File: src/rtl/acc_core_pkg.sv
package acc_core_pkg;

  localparam int OP_W  = 16;
  localparam int NUM_GPR = 4;
  localparam int SEL_W = $clog2(NUM_GPR);

  typedef enum logic [3:0] {
    CL_ADD, CL_TOACC, CL_FROMACC, CL_STORE, CL_LOAD,
    CL_CMP, CL_MOVI, CL_CLRACC, CL_CLRREG, CL_HALT, CL_BAD
  } opClass_e;

  typedef enum logic [1:0] {ACC_ZERO, ACC_REG, ACC_SUM} accSrc_e;
  typedef enum logic [1:0] {RS_ZERO, RS_ACC, RS_MEM} regSrc_e;

  typedef struct packed {
    logic             latchOp;
    logic             latchOpnd;
    logic             pcInc;
    logic             accWr;
    accSrc_e          accSrc;
    logic             regWr;
    regSrc_e          regSrc;
    logic [SEL_W-1:0] regSel;
    logic             cmpWr;
    logic             addrFromOpnd;
  } ctrl_t;

  localparam logic [1:0] CMP_GT = 2'b01;
  localparam logic [1:0] CMP_EQ = 2'b00;
  localparam logic [1:0] CMP_LT = 2'b11;

endpackage

File: src/rtl/acc_core_dec.sv
module acc_core_dec
  import acc_core_pkg::*;
(
  input  logic [OP_W-1:0]  opcode,
  output opClass_e         opClass,
  output logic [SEL_W-1:0] regIdx,
  output logic             needsOpnd
);

  logic [7:0] hiByte;
  logic [7:0] loByte;
  logic [7:0] loMinus;
  logic       regOk;

  assign hiByte  = opcode[15:8];
  assign loByte  = opcode[7:0];
  assign loMinus = loByte - 8'd1;
  assign regIdx  = loMinus[SEL_W-1:0];
  assign regOk   = (loByte >= 8'd1) && (loByte <= 8'(NUM_GPR));

  always_comb begin
    opClass = CL_BAD;
    unique case (hiByte)
      8'h00: if (regOk) opClass = CL_ADD;
      8'h01: if (regOk) opClass = CL_TOACC;
      8'h02: if (regOk) opClass = CL_FROMACC;
      8'h03: if (regOk) opClass = CL_STORE;
      8'h04: if (regOk) opClass = CL_LOAD;
      8'h05: if (regOk) opClass = CL_CMP;
      8'h06: if (regOk) opClass = CL_MOVI;
      8'h10: begin
        if (loByte == 8'h00) opClass = CL_CLRACC;
        else if (regOk)      opClass = CL_CLRREG;
      end
      8'h20: if (loByte == 8'h00) opClass = CL_HALT;
      default: opClass = CL_BAD;
    endcase
  end

  assign needsOpnd = (opClass == CL_STORE) || (opClass == CL_LOAD) ||
                     (opClass == CL_MOVI);

endmodule

File: src/rtl/acc_core_ctrl.sv
module acc_core_ctrl
  import acc_core_pkg::*;
(
  input  logic            clk,
  input  logic            rstN,
  input  logic            memValid,
  input  logic [OP_W-1:0] curOp,
  output ctrl_t           ctl,
  output logic            memReq,
  output logic            memWe,
  output logic            halted,
  output logic            illegal
);

  typedef enum logic [2:0] {
    ST_FETCH, ST_DECODE, ST_OPND, ST_MEMRD, ST_MEMWR, ST_HALT
  } state_e;

  state_e           stateQ, stateD;
  logic             illegalQ, illegalD;
  opClass_e         opClass;
  logic [SEL_W-1:0] regIdx;
  logic             needsOpnd;

  acc_core_dec u_dec (
    .opcode    (curOp),
    .opClass   (opClass),
    .regIdx    (regIdx),
    .needsOpnd (needsOpnd)
  );

  always_comb begin
    stateD   = stateQ;
    illegalD = illegalQ;
    memReq   = 1'b0;
    memWe    = 1'b0;
    ctl              = '0;
    ctl.accSrc       = ACC_ZERO;
    ctl.regSrc       = RS_ZERO;
    ctl.regSel       = regIdx;

    unique case (stateQ)
      ST_FETCH: begin
        memReq = 1'b1;
        if (memValid) begin
          ctl.latchOp = 1'b1;
          ctl.pcInc   = 1'b1;
          stateD      = ST_DECODE;
        end
      end
      ST_DECODE: begin
        stateD = ST_FETCH;
        if (needsOpnd) begin
          stateD = ST_OPND;
        end else begin
          unique case (opClass)
            CL_ADD: begin
              ctl.accWr  = 1'b1;
              ctl.accSrc = ACC_SUM;
            end
            CL_TOACC: begin
              ctl.accWr  = 1'b1;
              ctl.accSrc = ACC_REG;
            end
            CL_FROMACC: begin
              ctl.regWr  = 1'b1;
              ctl.regSrc = RS_ACC;
            end
            CL_CMP:     ctl.cmpWr = 1'b1;
            CL_CLRACC: begin
              ctl.accWr  = 1'b1;
              ctl.accSrc = ACC_ZERO;
            end
            CL_CLRREG: begin
              ctl.regWr  = 1'b1;
              ctl.regSrc = RS_ZERO;
            end
            CL_HALT:    stateD = ST_HALT;
            default: begin
              stateD   = ST_HALT;
              illegalD = 1'b1;
            end
          endcase
        end
      end
      ST_OPND: begin
        memReq = 1'b1;
        if (memValid) begin
          ctl.pcInc     = 1'b1;
          ctl.latchOpnd = 1'b1;
          if (opClass == CL_MOVI) begin
            ctl.regWr  = 1'b1;
            ctl.regSrc = RS_MEM;
            stateD     = ST_FETCH;
          end else if (opClass == CL_STORE) begin
            stateD = ST_MEMWR;
          end else begin
            stateD = ST_MEMRD;
          end
        end
      end
      ST_MEMWR: begin
        memReq           = 1'b1;
        memWe            = 1'b1;
        ctl.addrFromOpnd = 1'b1;
        if (memValid) stateD = ST_FETCH;
      end
      ST_MEMRD: begin
        memReq           = 1'b1;
        ctl.addrFromOpnd = 1'b1;
        if (memValid) begin
          ctl.regWr  = 1'b1;
          ctl.regSrc = RS_MEM;
          stateD     = ST_FETCH;
        end
      end
      ST_HALT: stateD = ST_HALT;
      default: stateD = ST_HALT;
    endcase
  end

  always_ff @(posedge clk) begin
    if (!rstN) begin
      stateQ   <= ST_FETCH;
      illegalQ <= 1'b0;
    end else begin
      stateQ   <= stateD;
      illegalQ <= illegalD;
    end
  end

  assign halted  = (stateQ == ST_HALT);
  assign illegal = illegalQ;

endmodule

File: src/rtl/acc_core_dp.sv
module acc_core_dp
  import acc_core_pkg::*;
#(
  parameter int DATA_W = 32,
  parameter int ADDR_W = 16,
  parameter logic [ADDR_W-1:0] START_ADDR = '0
) (
  input  logic              clk,
  input  logic              rstN,
  input  ctrl_t             ctl,
  input  logic [DATA_W-1:0] memRdata,
  output logic [OP_W-1:0]   curOp,
  output logic [ADDR_W-1:0] memAddr,
  output logic [DATA_W-1:0] memWdata,
  output logic [DATA_W-1:0] accOut,
  output logic [DATA_W-1:0] gprOut [NUM_GPR],
  output logic [1:0]        cmpOut,
  output logic [ADDR_W-1:0] pcOut
);

  logic [DATA_W-1:0] accQ;
  logic [DATA_W-1:0] gprQ [NUM_GPR];
  logic [1:0]        cmpQ;
  logic [ADDR_W-1:0] pcQ;
  logic [OP_W-1:0]   opQ;
  logic [DATA_W-1:0] opndQ;

  logic [DATA_W-1:0] selReg;
  logic [DATA_W-1:0] accNext;
  logic [DATA_W-1:0] regNext;
  logic [1:0]        cmpNext;

  assign selReg = gprQ[ctl.regSel];

  always_comb begin
    unique case (ctl.accSrc)
      ACC_REG: accNext = selReg;
      ACC_SUM: accNext = accQ + selReg;
      default: accNext = '0;
    endcase
  end

  always_comb begin
    unique case (ctl.regSrc)
      RS_ACC:  regNext = accQ;
      RS_MEM:  regNext = memRdata;
      default: regNext = '0;
    endcase
  end

  always_comb begin
    if ($signed(accQ) > $signed(selReg))       cmpNext = CMP_GT;
    else if ($signed(accQ) < $signed(selReg))  cmpNext = CMP_LT;
    else                                       cmpNext = CMP_EQ;
  end

  always_ff @(posedge clk) begin
    if (!rstN) begin
      accQ  <= '0;
      cmpQ  <= CMP_EQ;
      pcQ   <= START_ADDR;
      opQ   <= '0;
      opndQ <= '0;
    end else begin
      if (ctl.accWr)     accQ  <= accNext;
      if (ctl.cmpWr)     cmpQ  <= cmpNext;
      if (ctl.pcInc)     pcQ   <= pcQ + ADDR_W'(1);
      if (ctl.latchOp)   opQ   <= memRdata[OP_W-1:0];
      if (ctl.latchOpnd) opndQ <= memRdata;
    end
  end

  for (genvar g = 0; g < NUM_GPR; g++) begin : g_gpr
    always_ff @(posedge clk) begin
      if (!rstN) begin
        gprQ[g] <= '0;
      end else if (ctl.regWr && (ctl.regSel == SEL_W'(g))) begin
        gprQ[g] <= regNext;
      end
    end
    assign gprOut[g] = gprQ[g];
  end

  assign curOp    = opQ;
  assign memAddr  = ctl.addrFromOpnd ? opndQ[ADDR_W-1:0] : pcQ;
  assign memWdata = selReg;
  assign accOut   = accQ;
  assign cmpOut   = cmpQ;
  assign pcOut    = pcQ;

endmodule

File: src/rtl/acc_core.sv
module acc_core
  import acc_core_pkg::*;
#(
  parameter int DATA_W = 32,
  parameter int ADDR_W = 16,
  parameter logic [ADDR_W-1:0] START_ADDR = '0
) (
  input  logic              clk,
  input  logic              rstN,
  output logic              memReq,
  output logic              memWe,
  output logic [ADDR_W-1:0] memAddr,
  output logic [DATA_W-1:0] memWdata,
  input  logic [DATA_W-1:0] memRdata,
  input  logic              memValid,
  output logic              halted,
  output logic              illegal,
  output logic [DATA_W-1:0] dbgAcc,
  output logic [DATA_W-1:0] dbgRegA,
  output logic [DATA_W-1:0] dbgRegB,
  output logic [DATA_W-1:0] dbgRegC,
  output logic [DATA_W-1:0] dbgRegD,
  output logic [1:0]        dbgCmp,
  output logic [ADDR_W-1:0] dbgPc
);

  ctrl_t             ctl;
  logic [OP_W-1:0]   curOp;
  logic [DATA_W-1:0] gprOut [NUM_GPR];

  acc_core_ctrl u_ctrl (
    .clk      (clk),
    .rstN     (rstN),
    .memValid (memValid),
    .curOp    (curOp),
    .ctl      (ctl),
    .memReq   (memReq),
    .memWe    (memWe),
    .halted   (halted),
    .illegal  (illegal)
  );

  acc_core_dp #(
    .DATA_W     (DATA_W),
    .ADDR_W     (ADDR_W),
    .START_ADDR (START_ADDR)
  ) u_dp (
    .clk      (clk),
    .rstN     (rstN),
    .ctl      (ctl),
    .memRdata (memRdata),
    .curOp    (curOp),
    .memAddr  (memAddr),
    .memWdata (memWdata),
    .accOut   (dbgAcc),
    .gprOut   (gprOut),
    .cmpOut   (dbgCmp),
    .pcOut    (dbgPc)
  );

  assign dbgRegA = gprOut[0];
  assign dbgRegB = gprOut[1];
  assign dbgRegC = gprOut[2];
  assign dbgRegD = gprOut[3];

endmodule

File: config.mk
export PLATFORM = sky130hd
export DESIGN_NAME = acc_core
export DESIGN_NICKNAME = d
export VERILOG_FILES = /design/src/rtl/acc_core_pkg.sv /design/src/rtl/acc_core_dec.sv /design/src/rtl/acc_core_ctrl.sv /design/src/rtl/acc_core_dp.sv /design/src/rtl/acc_core.sv
export SDC_FILE = /design/constraint.sdc
export NUM_CORES = 1
export LEC_CHECK = 0
export BUFFER_PORTS_ARGS = -buffer_cell sky130_fd_sc_hd__buf_2
export CELL_PAD_IN_SITES_DETAIL_PLACEMENT = 0
export CELL_PAD_IN_SITES_GLOBAL_PLACEMENT = 1
export CORE_MARGIN = 4
export CORE_UTILIZATION = 35
export CTS_CLUSTER_DIAMETER = 40
export DETAILED_ROUTE_END_ITERATION = 10
export PLACE_DENSITY_LB_ADDON = 0.1
export REMOVE_ABC_BUFFERS = 1
export SYNTH_ARGS = -nofsm -noshare
export SYNTH_HDL_FRONTEND = slang
export SYNTH_HIERARCHICAL = 1
export SYNTH_SLANG_ARGS = --single-unit
File: constraint.sdc
create_clock -name clk -period 3.8 [get_ports clk]
set_input_delay 0.76 -clock clk [delete_from_list [all_inputs] [get_ports clk]]
set_output_delay 0.76 -clock clk [all_outputs]
set_load 0.01 [all_outputs]
==> impl_metrics.json <==
{
  "portBuffers": 264,
  "cts.sink_count": 214,
  "synth_area_um2": 12800,
  "clkPwrFrac_pct": 45.8,
  "worstPathMaxFanout": 6,
  "first_global_vias": 11808,
  "r2r_cells": 16,
  "postCtsHoldBufs": 0,
  "num_vias": 11818,
  "ys.warnings.count": 6,
  "antenna_left": 0,
  "cts_tree": "done",
  "viasPerCell": 5.32,
  "synth-edff-count": 128,
  "cellPowerDensity_nw_per_um2": 447,
  "p_total_mw": 8.28,
  "max_cap_violations": 0,
  "slew_headroom_pct": 33.5,
  "r2r_setup_slack_ns": 0.05,
  "finalSetupViolCount": 0,
  "whs_endpoint": "u_ctrl/illegal$_SDFFE_PN0P_",
  "leakage_nw": 7.67,
  "fill_cells": 3367,
  "p_int_mw": 5.84,
  "synthTopCellsByArea": "edfxtp_1 30%, dfxtp_1 13%, ha_1 7.7%, mux4_2 5.6%, nor2_1 5.6%",
  "h-tree-depth": 2,
  "hold_path_class": "reg2reg",
  "clk_latency_ns": 0.56,
  "max_slew.worst_pin.slew_ns": 0.997,
  "drive_above_1_share_pct": 45.1,
  "grt_setup_unrepaired": "true",
  "p_seq_share_pct": 32.0,
  "coreArea_um2": 35900,
  "ys_seq_elements": 214,
  "slew_viol_final": 0,
  "yosysTopAreaCellShare_pct": 29.9,
  "drtIter0Drc": 948,
  "insertedDiodeCount": 0,
  "place_hpwl_mm": 38.8,
  "cp_data_required_time_ns": 4.30,
  "row_count": 69,
  "cts_root_buf": "clkbuf_16",
  "syn_to_final_growth_pct": 44.4,
  "grt_pass1_wl_mm": 74.9,
  "startpoint_type": "flip-flop",
  "gp_congestion": 0.875,
  "worstSetupStartpoint": "u_dp/curOp[11]$_SDFFE_PN0P_",
  "io_pins": 265,
  "final_hold_viol_count": 0,
  "fmax_mhz": 267,
  "die_h_um": 200,
  "cts_buffers": 42,
  "drc": 0,
  "setup_tns_ns": 0,
  "gr-total-overflow": 0,
  "dieArea_um2": 39800,
  "postSynthCellCount": 1278,
  "place_area_um2": 16100,
  "synthTopCellsByCount": "190 x nor2_1, 128 x edfxtp_1, 86 x dfxtp_1, 79 x ha_1, 68 x a21oi_1",
  "ys_seq_area_share_pct": 43.4,
  "grt_max_degree": 46,
  "clock_skew_ns": 0.0232,
  "critPathKind": "reg2reg",
  "critical_path_arrival_ns": 4.25,
  "start_util_pct": 35.7,
  "antenna_found_initial": 0,
  "wl_per_cell_um": 23.3,
  "die_x_um": 200,
  "synth.distinct_cells": 90,
  "final_cells": 2223,
  "drt-total-wl_mm": 51.7,
  "holdCritStartpoint": "u_ctrl/illegal$_SDFFE_PN0P_",
  "ys.flop_type": "edfxtp_1",
  "yosys.area.top_type": "edfxtp_1",
  "r2r_end": "u_dp/accOut[30]$_SDFFE_PN0P_",
  "hold_depth": 1,
  "ir_drop_mv": 0.350,
  "p_switching_mw": 2.44,
  "nNetsFinal": 1843,
  "min_period_over_period_pct": 98.7,
  "cts_buffer_depth": 3,
  "finish.utilization_pct": 51.6,
  "avgSynthCellArea_um2": 10.0,
  "finalCriticalPeriod_ns": 3.75,
  "placedCellCount": 2135,
  "switching_share_pct": 29.5,
  "multi_input_area_um2": 7420,
  "grtUsageTotal_pct": 25.0,
  "yosysMostFrequentCell": "nor2_1",
  "ff_latch_area_um2": 5570,
  "p_comb_share_pct": 22.2,
  "setup.worst_path.end_class": "flip-flop",
  "firstDrtPassIters": 5,
  "postSynth.asyncResetShare_pct": 0,
  "cts.clk_slew.worst_paths_ns": 0.05,
  "finalInstanceArea_um2": 18500,
  "status": "completed",
  "r2r_start": "u_dp/curOp[11]$_SDFFE_PN0P_"
}
## routing by layer
layer	part of all wire, %	vias up	track usage (%)
li1	-	5552	-
met5	0	-	0
met2	45	359	37.3
met1	46	5833	36.1
met3	6.9	74	6.78
met4	2.2	0	6.21
## cell families after synthesis
kind of cell             Yosys count  synth area share, %
buffers and inverters            140                 4.36
multiplexers                      86                 9.98
flip-flops                       214                 43.4
AND/OR/NAND/NOR                  467                 18.1
AO/OA/AOI/OAI                    252                 13.7
adder cells (fa/ha/maj)           80                 7.86
XOR/XNOR                          39                 2.66
## through the flow
step                hold WS [ns]  setup slack, ns
finish                     0.511           0.0486
detailed placement         0.502           -0.166
global route               0.518           -0.123
CTS                        0.493         -0.00164
floorplan                  0.477            -3.91
global placement           0.492           -0.122
## worst max-delay path by stage
stage / to / slack [ns] / cells after the start
6_report: u_dp/accOut[30]$_SDFFE_PN0P_ / 0.05 / 16
3_5_place_dp: u_dp/accOut[7]$_SDFFE_PN0P_ / -0.17 / 16
5_1_grt: u_dp/accOut[30]$_SDFFE_PN0P_ / -0.12 / 16
3_3_place_gp: u_dp/accOut[7]$_SDFFE_PN0P_ / -0.12 / 15
4_1_cts: u_dp/accOut[7]$_SDFFE_PN0P_ / -0.002 / 15
2_1_floorplan: u_dp/accOut[30]$_SDFFE_PN0P_ / -3.91 / 13
## power groups by stage
stage | sequential [mW] | combinational (mW) | clock [mW]
after global routing | 2.66 | 1.98 | 3.96
final | 2.65 | 1.84 | 3.79
after floorplan | 2.71 | 0.807 | 0
after CTS | 2.65 | 1.76 | 3.85
after global placement | 2.69 | 1.73 | 0
after detailed placement | 2.69 | 1.73 | 0
## layout by cell type (no fill, tap or decap), types with 8 or more instances in the layout
cell,instances
clkbuf_16,47
a22o_1,10
buf_6,9
o31ai_1,8
or2_4,31
nor2_1,146
buf_4,178
edfxtp_1,128
o21ai_0,17
buf_2,264
a21oi_1,64
inv_1,56
dfxtp_1,84
nor4_1,10
nand2_1,60
and2_1,19
clkinv_2,10
nand3_1,14
buf_12,15
mux2_2,16
nor2_2,40
mux4_2,32
o211ai_1,8
and3_1,8
nor3_1,12
mux2i_1,38
o21ai_2,14
a22oi_1,14
inv_2,11
ha_1,74
a22oi_2,29
nand4_1,17
nor2b_1,51
o21ai_1,9
xnor2_1,32
## worst max-delay path: stages (launching register included)
cell	delay [ns]
dfxtp_2	0.31
or3_4	0.38
or4_4	0.44
or3_4	0.40
o211ai_1	0.12
o21bai_2	0.09
or3_4	0.34
or3_4	0.38
nor3_4	0.17
buf_6	0.13
ha_4	0.20
nand2_2	0.07
and2_4	0.20
nand3_4	0.12
nor3_1	0.17
mux2i_1	0.10
nand2_1	0.06
## registers in the layout, summed over array words and instances (netlist names)
| signal | cells |
|---|---|
| u_ctrl/illegal | 1 |
| u_ctrl/stateQ | 3 |
| u_dp/accOut | 32 |
| u_dp/cmpOut | 2 |
| u_dp/curOp | 16 |
| u_dp/gprQ | 128 |
| u_dp/opndQ | 16 |
| u_dp/pcOut | 16 |
## timing repair
item,CTS,global route
cloned,0,4
pin swaps,8,74
setup endpoints to repair,154,192
gates resized for setup,39,175
buffers inserted,2,6
## cell type report
type	instances	share of cell area [%]
Clock buffer	50	5.95
Inverter	70	1.44
Timing Repair Buffer	476	17.6
Clock inverter	28	1.80
Tap cell	461	3.11
Sequential cell	214	30.0
Multi-Input combinational cell	924	40.1
(Power assumes the default switching activity.)
